File: config.mk
export PLATFORM = sky130hd
export DESIGN_NAME = fan_pwm_ctrl
export DESIGN_NICKNAME = d
export VERILOG_FILES = /design/src/rtl/fpc_pkg.sv /design/src/rtl/fpc_regs.sv /design/src/rtl/fpc_curve.sv /design/src/rtl/fpc_pwm.sv /design/src/rtl/fan_pwm_ctrl.sv
export SDC_FILE = /design/constraint.sdc
export NUM_CORES = 1
export LEC_CHECK = 0
export ABC_AREA = 1
export BUFFER_PORTS_ARGS = -buffer_cell sky130_fd_sc_hd__buf_2
export CORE_MARGIN = 3
export CORE_UTILIZATION = 65
export CTS_BUF_LIST = sky130_fd_sc_hd__clkbuf_4
export CTS_CLUSTER_SIZE = 8
export DETAILED_ROUTE_END_ITERATION = 7
export GPL_ROUTABILITY_DRIVEN = 0
export PLACE_DENSITY = 0.84
export SLEW_MARGIN = 20
export SYNTH_ARGS = -nofsm -noshare
export SYNTH_HDL_FRONTEND = slang
export SYNTH_HIERARCHICAL = 1
export SYNTH_SLANG_ARGS = --single-unit
File: constraint.sdc
create_clock -name clk -period 21.2 [get_ports clk]
set_clock_uncertainty 0.15 [all_clocks]
set_input_delay 1.06 -clock clk [delete_from_list [all_inputs] [get_ports clk]]
set_output_delay 1.06 -clock clk [all_outputs]
set_load 0.005 [all_outputs]
File: src/rtl/fpc_pkg.sv
package fpc_pkg;
  localparam logic [3:0] A_CTRL  = 4'd0;
  localparam logic [3:0] A_SWDUT = 4'd1;
  localparam logic [3:0] A_OFF   = 4'd2;
  localparam logic [3:0] A_START = 4'd3;
  localparam logic [3:0] A_FULL  = 4'd4;
  localparam logic [3:0] A_SDUTY = 4'd5;
  localparam logic [3:0] A_SLOPE = 4'd6;
  localparam logic [3:0] A_DELTA = 4'd7;
  localparam logic [3:0] A_PWM   = 4'd8;

  typedef struct packed {
    logic       auto_mode;
    logic [1:0] tsel;
    logic [7:0] sw_duty;
    logic [7:0] lim_off;
    logic [7:0] lim_start;
    logic [7:0] lim_full;
    logic [6:0] start_pct;
    logic [6:0] slope;
    logic [4:0] delta;
    logic [2:0] clksel;
    logic       pol;
  } cfg_t;
endpackage

File: src/rtl/fpc_regs.sv
module fpc_regs
  import fpc_pkg::*;
#(
  parameter int DUTY_W = 7
) (
  input  logic       clk,
  input  logic       rst,
  input  logic       wr_en,
  input  logic [3:0] wr_addr,
  input  logic [7:0] wr_data,
  output cfg_t       cfg
);
  localparam logic [2:0] CLK_RST = (DUTY_W == 8) ? 3'd4 : 3'd5;

  always_ff @(posedge clk) begin
    if (rst) begin
      cfg           <= '0;
      cfg.lim_full  <= 8'd127;
      cfg.clksel    <= CLK_RST;
    end else if (wr_en) begin
      unique case (wr_addr)
        A_CTRL: begin
          cfg.auto_mode <= wr_data[7];
          cfg.tsel      <= wr_data[1:0];
        end
        A_SWDUT: cfg.sw_duty   <= wr_data;
        A_OFF:   cfg.lim_off   <= wr_data;
        A_START: cfg.lim_start <= wr_data;
        A_FULL:  cfg.lim_full  <= wr_data;
        A_SDUTY: begin
          cfg.start_pct <= wr_data[6:0];
          cfg.slope[6]  <= wr_data[7];
        end
        A_SLOPE: cfg.slope[5:0] <= wr_data[5:0];
        A_DELTA: cfg.delta      <= wr_data[4:0];
        A_PWM: begin
          cfg.clksel <= wr_data[2:0];
          cfg.pol    <= wr_data[3];
        end
        default: ;
      endcase
    end
  end
endmodule

File: src/rtl/fpc_curve.sv
module fpc_curve
  import fpc_pkg::*;
#(
  parameter int DUTY_W = 7,
  parameter int NUM_T  = 3
) (
  input  logic                      clk,
  input  logic                      rst,
  input  cfg_t                      cfg,
  input  logic                      cfg_touch,
  input  logic [NUM_T*8-1:0]        temp_in,
  input  logic                      temp_valid,
  output logic                      eval_fire,
  output logic signed [7:0]         sel_temp,
  output logic [DUTY_W-1:0]         auto_duty
);
  localparam logic [DUTY_W-1:0] MAXC = '1;
  localparam int LAST = NUM_T - 1;

  logic              force_q;
  logic              on_q;
  logic signed [7:0] last_q;

  logic signed [8:0] dt, rs;
  logic [8:0]        mag;
  logic              delta_ok;
  logic              above_full, below_off, above_start, on_next;
  logic [7:0]        rise;
  logic [15:0]       ramp;
  logic [6:0]        pct;
  logic [15:0]       code;

  // input selection with clamp to last input
  always_comb begin
    sel_temp = $signed(temp_in[7:0]);
    for (int i = 0; i < NUM_T; i++) begin
      if (int'(cfg.tsel) == i || (i == LAST && int'(cfg.tsel) > LAST))
        sel_temp = $signed(temp_in[8*i +: 8]);
    end
  end

  // delta gate
  always_comb begin
    dt       = {sel_temp[7], sel_temp} - {last_q[7], last_q};
    mag      = dt[8] ? 9'(-dt) : 9'(dt);
    delta_ok = force_q || (mag >= {4'd0, cfg.delta});
    eval_fire = temp_valid && cfg.auto_mode && delta_ok;
  end

  // hysteresis and ramp
  always_comb begin
    above_full  = sel_temp > $signed(cfg.lim_full);
    below_off   = sel_temp < $signed(cfg.lim_off);
    above_start = sel_temp > $signed(cfg.lim_start);
    if (above_full)       on_next = 1'b1;
    else if (below_off)   on_next = 1'b0;
    else if (above_start) on_next = 1'b1;
    else                  on_next = on_q;

    rs   = {sel_temp[7], sel_temp} - {cfg.lim_start[7], cfg.lim_start};
    rise = above_start ? rs[7:0] : 8'd0;
    ramp = 16'(cfg.start_pct) + 16'(cfg.slope) * 16'(rise);

    if (above_full)              pct = 7'd100;
    else if (!on_next)           pct = 7'd0;
    else if (ramp >= 16'd100)    pct = 7'd100;
    else                         pct = ramp[6:0];

    if (pct >= 7'd100) code = 16'(MAXC);
    else               code = (16'(pct) * 16'(MAXC)) / 16'd100;
  end

  always_ff @(posedge clk) begin
    if (rst) begin
      force_q   <= 1'b1;
      on_q      <= 1'b0;
      last_q    <= '0;
      auto_duty <= '0;
    end else begin
      if (eval_fire) begin
        on_q      <= on_next;
        last_q    <= sel_temp;
        auto_duty <= code[DUTY_W-1:0];
      end
      if (cfg_touch)      force_q <= 1'b1;
      else if (eval_fire) force_q <= 1'b0;
    end
  end
endmodule

File: src/rtl/fpc_pwm.sv
module fpc_pwm #(
  parameter int DUTY_W = 7,
  parameter int PRE_W  = 10
) (
  input  logic              clk,
  input  logic              rst,
  input  logic [2:0]        clksel,
  input  logic              pol,
  input  logic [DUTY_W-1:0] target,
  output logic              period_wrap,
  output logic [DUTY_W-1:0] duty_q,
  output logic              pwm_q
);
  localparam logic [DUTY_W-1:0] MAXC = '1;

  function automatic logic [PRE_W-1:0] div_of(input logic [2:0] s);
    case (s)
      3'd0:    div_of = PRE_W'(1);
      3'd1:    div_of = PRE_W'(2);
      3'd2:    div_of = PRE_W'(4);
      3'd3:    div_of = PRE_W'(6);
      3'd4:    div_of = PRE_W'(8);
      3'd5:    div_of = PRE_W'(16);
      3'd6:    div_of = PRE_W'(32);
      default: div_of = PRE_W'(940);
    endcase
  endfunction

  logic [PRE_W-1:0]  pre_q;
  logic [DUTY_W-1:0] cnt_q;
  logic              tick, active;

  always_comb begin
    tick        = pre_q >= (div_of(clksel) - PRE_W'(1));
    period_wrap = tick && (cnt_q == MAXC);
    active      = (duty_q == MAXC) || (cnt_q < duty_q);
  end

  always_ff @(posedge clk) begin
    if (rst) begin
      pre_q  <= '0;
      cnt_q  <= '0;
      duty_q <= '0;
      pwm_q  <= 1'b1;
    end else begin
      pre_q <= tick ? '0 : pre_q + PRE_W'(1);
      if (tick)        cnt_q  <= cnt_q + DUTY_W'(1);
      if (period_wrap) duty_q <= target;
      pwm_q <= active ? pol : ~pol;
    end
  end
endmodule

File: src/rtl/fan_pwm_ctrl.sv
module fan_pwm_ctrl
  import fpc_pkg::*;
#(
  parameter int DUTY_W = 7,
  parameter int NUM_T  = 3
) (
  input  logic                 clk,
  input  logic                 rst,
  input  logic                 wr_en,
  input  logic [3:0]           wr_addr,
  input  logic [7:0]           wr_data,
  input  logic [NUM_T*8-1:0]   temp_in,
  input  logic                 temp_valid,
  output logic                 pwm_out,
  output logic [DUTY_W-1:0]    duty_out
);
  cfg_t              cfg;
  logic              eval_fire;
  logic signed [7:0] sel_temp;
  logic [DUTY_W-1:0] auto_duty;
  logic [DUTY_W-1:0] target;
  logic              period_wrap;
  logic              pol;
  logic [7:0]        lim_off, lim_full;

  fpc_regs #(.DUTY_W(DUTY_W)) u_regs (
    .clk(clk), .rst(rst), .wr_en(wr_en), .wr_addr(wr_addr),
    .wr_data(wr_data), .cfg(cfg)
  );

  fpc_curve #(.DUTY_W(DUTY_W), .NUM_T(NUM_T)) u_curve (
    .clk(clk), .rst(rst), .cfg(cfg), .cfg_touch(wr_en),
    .temp_in(temp_in), .temp_valid(temp_valid),
    .eval_fire(eval_fire), .sel_temp(sel_temp), .auto_duty(auto_duty)
  );

  always_comb begin
    target   = cfg.auto_mode ? auto_duty : cfg.sw_duty[DUTY_W-1:0];
    pol      = cfg.pol;
    lim_off  = cfg.lim_off;
    lim_full = cfg.lim_full;
  end

  fpc_pwm #(.DUTY_W(DUTY_W)) u_pwm (
    .clk(clk), .rst(rst), .clksel(cfg.clksel), .pol(pol), .target(target),
    .period_wrap(period_wrap), .duty_q(duty_out), .pwm_q(pwm_out)
  );
endmodule

==> out/results.tsv, run 1 <==
stage	metric	value	unit
worst_setup_path	critPathArrivalTime	15.23	ns
clock_tree	post_cts_hold_buffer_count	0	
min_path	hold_path.class	reg -> reg	
clock_tree	clockRootBuffer	sky130_fd_sc_hd__clkbuf_4	
synth	syn_nets	1809	
drt	dr_total_vias	9825	
min_path	worst_hold_path.num_cells	2	
layout	most_common_library_cell_in_the_layout_ignoring_fill_and_taps	sky130_fd_sc_hd__nand2_1	
clock_tree	setup_repair_bufs_after_cts	0	
status	outcome	finished clean	
die	die_w	134.3	um
clock_tree	cts_htree_levels	3	
clock_tree	cts_resized	0	
drt	detail_route.wirelength	23.73	mm
timing	number_of_max_slew_violations_in_the_final_report	0	
die	io-pin-count	48	
global_routing	number_of_global_route_vias_before_repair	9001	
synth	syn_area	10700	um2
global_routing	antenna_found_initial	1	
placed_design	detailed_place_hpwl	19.10	mm
timing	worstMarginPinSlew	0.9357	ns
drt	antenna_violating_nets_post_route	0	
die	core.rowCount	46	
worst_setup_path	path_class	reg -> reg	
timing	max_freq	0.06669	GHz
placed_design	port-buffer-count	47	
layout	mostFrequentLayoutCells	sky130_fd_sc_hd__nand2_1 (346), sky130_fd_sc_hd__inv_1 (291), sky130_fd_sc_hd__nor2_1 (231)	
drt	detail_route.first_pass.iterations	6	
synth	synth_area_per_cell	6.753	um2
drt	drc_errors_left	0	
drt	route.met3.wl	1.220	mm
drt	routed-wl-met2	11.26	mm
drt	highest_layer	met4	
die	start_util	66.85	%
global_routing	groute.usage.overall	26.69	%
worst_setup_path	crit_path_frequent_cell	sky130_fd_sc_hd__nand2_1	
layout	final_layout_size_suffix_gt1_share	8.000	%
job	maxCapViolCount	0	
timing	relative_max_transition_margin	37.55	%
clock_tree	cts.path.max_buffers	2	
global_routing	grt_first_pass_wirelength	40.80	mm
worst_setup_path	r2r_start	u_regs/cfg[56]	
clock_tree	tritoncts_clock_tree	yes	
timing	timing.final.crit_share	70.73	%
global_routing	grt_max_degree	35	
timing	finalWorstPathRequiredPeriod	15.00	ns
worst_setup_path	critical-path-slowest-cell	sky130_fd_sc_hd__o21ai_0	
synth	synth_warnings	6	
timing	final_hold_viol_count	0	
global_routing	gr_ovfl_total	0	
clock_tree	cts-buffers-inserted	9	
min_path	worstHoldStart	u_regs/cfg[25]	
worst_setup_path	cpPeakStageDelay	0.65	ns
die	core_area	16000	um2
layout	area_added_between_synthesis_and_finish	5.042	%
worst_setup_path	cp_max_fo	10	
die	die-area	18030	um2
drt	wire_length_on_met1	10.87	mm
worst_setup_path	reg2reg_depth	80	
layout	final_core_util	70.22	%
worst_setup_path	crit_required	21.43	ns
synth	synth_cells	1584	
drt	wl_per_cell	12.88	um
worst_setup_path	startpoint_type	register	
drt	drt_iter0_drc	614	
clock_tree	cts.sinks	99	
worst_setup_path	endpoint_kind	register	
layout	finalNetCount	1845	
timing	final-setup-viol-count	0	
worst_setup_path	critical_path_source	u_regs/cfg[56]	
timing	grt_setup_unrepaired	false	
clock_tree	clk_pin_slew	0.16	ns
timing	final.setup.tns	0	ns
drt	drt-vias-per-instance	5.334	
clock_tree	clock_latency	0.47	ns
die	die-height	134.3	um
[state kept, by name (all words and copies together), names as in the netlist]
register,flops
u_curve/on_q,1
u_curve/force_q,1
u_curve/last_q,8
u_pwm/pwm_q,1
u_pwm/duty_q,7
u_pwm/pre_q,10
u_regs/cfg,57
u_pwm/cnt_q,7
u_curve/auto_duty,7
[critical path: cells and delay by family, from the launching register on]
kind	cells	cell delay, ns
buffers and inverters	16	1.75
AO/OA/AOI/OAI	7	2.18
XOR/XNOR	2	0.57
flip-flops	1	0.50
AND/OR/NAND/NOR	44	4.53
adder cells (fa/ha/maj)	11	5.18
[area by class of cell]
cell class              count  area [um2]
well taps                 216       270.3
fillers                  1406        4765
diodes                      1       2.502
flip-flops and latches     99        1982
clock buffers               9       67.56
multi-input cells        1159        7443
clock inverters             7       90.09
repair buffers             48       242.7
inverters                 303        1137
[final timing paths]
check	end	slack, ns
setup / recovery	u_curve/auto_duty[0]	6.20
hold / removal	u_regs/cfg[25]	0.33
setup reg to reg	u_curve/auto_duty[0]	6.20
hold reg to reg	u_regs/cfg[25]	0.33
[metrics by stage]
step,instances,hold WS [ns],area (um2),setup WS [ns]
finish,1842,0.3288,11240,6.204
CTS,1841,0.3315,11230,6.280
global placement,1825,0.2892,11080,6.446
global route,1842,0.3499,11240,4.581
floorplan,1584,0.2713,10700,7.569
detailed placement,1825,0.2960,11080,5.997
[metal layers]
layer | global-route usage, % | up-vias
met1 | 36.16 | 4465
met5 | 0 | -
met3 | 3.038 | 38
met4 | 6.335 | 0
met2 | 45.84 | 249
li1 | - | 5073
Power of run 1 is not shown: default switching activity piles up to over one toggle a cycle in this logic, so the estimate is an artifact.
==> run 2: changes to the inputs <==
==> constraint.sdc (replaced) <==
create_clock -name clk -period 14.4 [get_ports clk]
set_clock_uncertainty 0.15 [all_clocks]
set_input_delay 0.72 -clock clk [delete_from_list [all_inputs] [get_ports clk]]
set_output_delay 0.72 -clock clk [all_outputs]
set_load 0.005 [all_outputs]
==> run 2 against run 1 <==
Via count rose by 3.0%. Sequential share of layout area decreased by 0.49 points. Final cell count up 0.92%. Global-route usage grew 0.52 points. Worst setup slack got worse by 5.3 ns. Register-to-register slack got worse by 5.3 ns. First-iteration DRC count grew 0.49%. Routed wire length increased by 5.2%. Die area did not move. Critical path type unchanged.
==> out/results.tsv, run 2 (synthesized netlist as in run 1, its figures left out) <==
stage	metric	value	unit	change
layout	most_common_library_cell_in_the_layout_ignoring_fill_and_taps	sky130_fd_sc_hd__nand2_1		
worst_setup_path	crit_required	14.63	ns	-6.80 ns
global_routing	groute.layer.met3.usage	2.701	%	-0.34 points
drt	detail_route.wirelength	24.95	mm	+5.2%
timing	number_of_max_slew_violations_in_the_final_report	0		unchanged
timing	finalWorstPathRequiredPeriod	13.50	ns	-1.499 ns
min_path	hold_path.class	in -> reg		
layout	multi_input_area	7670	um2	+3.0%
layout	finalNetCount	1863		+0.98%
timing	final_hold_viol_count	0		unchanged
global_routing	global_route.peak_usage_layer	met2		
layout	final_layout_size_suffix_gt1_share	11.45	%	+3.4 points
worst_setup_path	crit_path_frequent_cell	sky130_fd_sc_hd__nand2_1		
global_routing	gr_ovfl_total	0		unchanged
placed_design	detailed_place_hpwl	19.45	mm	+1.8%
clock_tree	tritoncts_clock_tree	yes		
die	start_util	66.85	%	unchanged
drt	dr_total_vias	10116		+3.0%
worst_setup_path	worst_path_dominant_cell_family	adder cells		
status	outcome	finished clean		
clock_tree	clock_latency	0.47	ns	about the same
clock_tree	clockRootBuffer	sky130_fd_sc_hd__clkbuf_4		
global_routing	number_of_global_route_vias_before_repair	9312		+3.5%
die	die-height	134.3	um	unchanged
clock_tree	clk_pin_slew	0.15	ns	about the same
worst_setup_path	path_class	reg -> reg		
drt	wl_per_cell	13.42	um	+4.2%
drt	antenna_violating_nets_post_route	0		unchanged
timing	max_freq	0.07409	GHz	+11%
layout	fillcell_total	1332		-5.3%
die	io-pin-count	48		unchanged
worst_setup_path	worstPathBufferInverterCount	15		-1
job	maxCapViolCount	0		unchanged
worst_setup_path	critical-path-slowest-cell	sky130_fd_sc_hd__fa_1		
layout	area_added_between_synthesis_and_finish	8.469	%	
worst_setup_path	startpoint_type	register		
timing	final-setup-viol-count	0		unchanged
clock_tree	cts-buffers-inserted	9		unchanged
layout	largest_register_ffs	57		unchanged
clock_tree	cts.path.max_buffers	2		unchanged
timing	timing.final.crit_share	93.72	%	+23 points
layout	largest_registers	u_regs/cfg (57), u_pwm/pre_q (10), u_curve/last_q (8)		
drt	drc_errors_left	0		unchanged
die	core.rowCount	46		unchanged
layout	final_core_util	72.51	%	+2.3 points
global_routing	grt_first_pass_wirelength	41.19	mm	+0.97%
worst_setup_path	cp_max_fo	10		unchanged
global_routing	grt_max_degree	33		-5.7%
timing	worstMarginPinSlew	0.9351	ns	-0.0006124 ns
layout	sequential_cell_area	1989	um2	+0.38%
worst_setup_path	cpPeakStageDelay	0.55	ns	-0.10 ns
global_routing	groute.usage.overall	27.21	%	+0.52 points
drt	detail_route.first_pass.iterations	5		-1
global_routing	antenna_found_initial	1		unchanged
die	core_area	16000	um2	unchanged
timing	relative_max_transition_margin	37.59	%	+0.041 points
clock_tree	post_cts_hold_buffer_count	0		unchanged
die	die-area	18030	um2	unchanged
clock_tree	cts_htree_levels	3		unchanged
global_routing	grt.met2_usage	47.99	%	+2.2 points
drt	drt_iter0_drc	617		+0.49%
placed_design	port-buffer-count	47		unchanged
worst_setup_path	endpoint_kind	register		
layout	largest_register	u_regs/cfg		
layout	mostFrequentLayoutCells	sky130_fd_sc_hd__nand2_1 (346), sky130_fd_sc_hd__inv_1 (286), sky130_fd_sc_hd__nor2_1 (221)		
die	die_w	134.3	um	unchanged
clock_tree	cts.sinks	99		unchanged
global_routing	groute.layer.met1.usage	35.48	%	-0.68 points
worst_setup_path	critPathArrivalTime	13.72	ns	-1.51 ns
drt	drt-vias-per-instance	5.442		+2.0%
==> run 2: cell types whose count changed in the layout (fill, tap and decap cells not counted), sizes merged <==
cell / previous run / this run
buf: 48 / 66
clkinv: 6 / 7
inv: 301 / 299
==> run 2: worst reg2reg max path: cells and delay by family (launching register included) <==
| family | cells | cell delay [ns] |
|---|---|---|
| AO/OA/AOI/OAI | 8 | 1.56 |
| XOR/XNOR | 1 | 0.07 |
| adder cells (fa/ha/maj) | 11 | 4.98 |
| buffers and inverters | 15 | 1.58 |
| flip-flops | 1 | 0.40 |
| AND/OR/NAND/NOR | 44 | 4.69 |
==> run 2: repair_timing <==
item / in CTS / in global routing
endpoints found under the setup margin: 1 / 4
setup buffers: 0 / 7
gates resized for setup: 1 / 61
pin swaps: 0 / 7
==> run 2: final timing paths <==
check	start	endpoint	slack (ns)	cells past startpoint
worst max-delay path	u_regs/cfg[55]	u_curve/auto_duty[0]	0.90	79
worst max register to register	u_regs/cfg[55]	u_curve/auto_duty[0]	0.90	79
worst min-delay path	wr_data[5]	u_regs/cfg[28]	0.33	3
worst min register to register	u_regs/cfg[24]	u_regs/cfg[24]	0.33	2
==> run 2: per-layer routing <==
metal	part of all wire, %	vias up	wire [um]
met2	49	284	12190
met4	2.0	0	505
met1	44	4680	11040
li1	-	5105	-
met5	0	-	0
met3	4.8	47	1210
==> run 2: area by class of cell <==
cell class / count / area share [%]
well taps: 216 / 2.329
flip-flops and latches: 99 / 17.15
clock inverters: 6 / 0.7010
diodes: 1 / 0.02157
inverters: 303 / 9.857
repair buffers: 66 / 3.257
clock buffers: 9 / 0.5823
multi-input cells: 1159 / 66.11
==> run 2: through the flow <==
step | TNS (ns) | hold slack [ns] | cell area, um2 | std cells | worst slack [ns]
4_1_cts | 0 | 0.2952 | 11310 | 1851 | 0.1264
2_1_floorplan | 0 | 0.2713 | 10700 | 1584 | 1.109
3_5_place_dp | -0.2429 | 0.2959 | 11160 | 1836 | -0.1805
3_3_place_gp | 0 | 0.2894 | 11160 | 1836 | 0.3581
6_report | 0 | 0.3273 | 11600 | 1859 | 0.9037
5_1_grt | -0.2103 | 0.3233 | 11600 | 1859 | -0.1785
Power of run 2 is left out for the same reason.
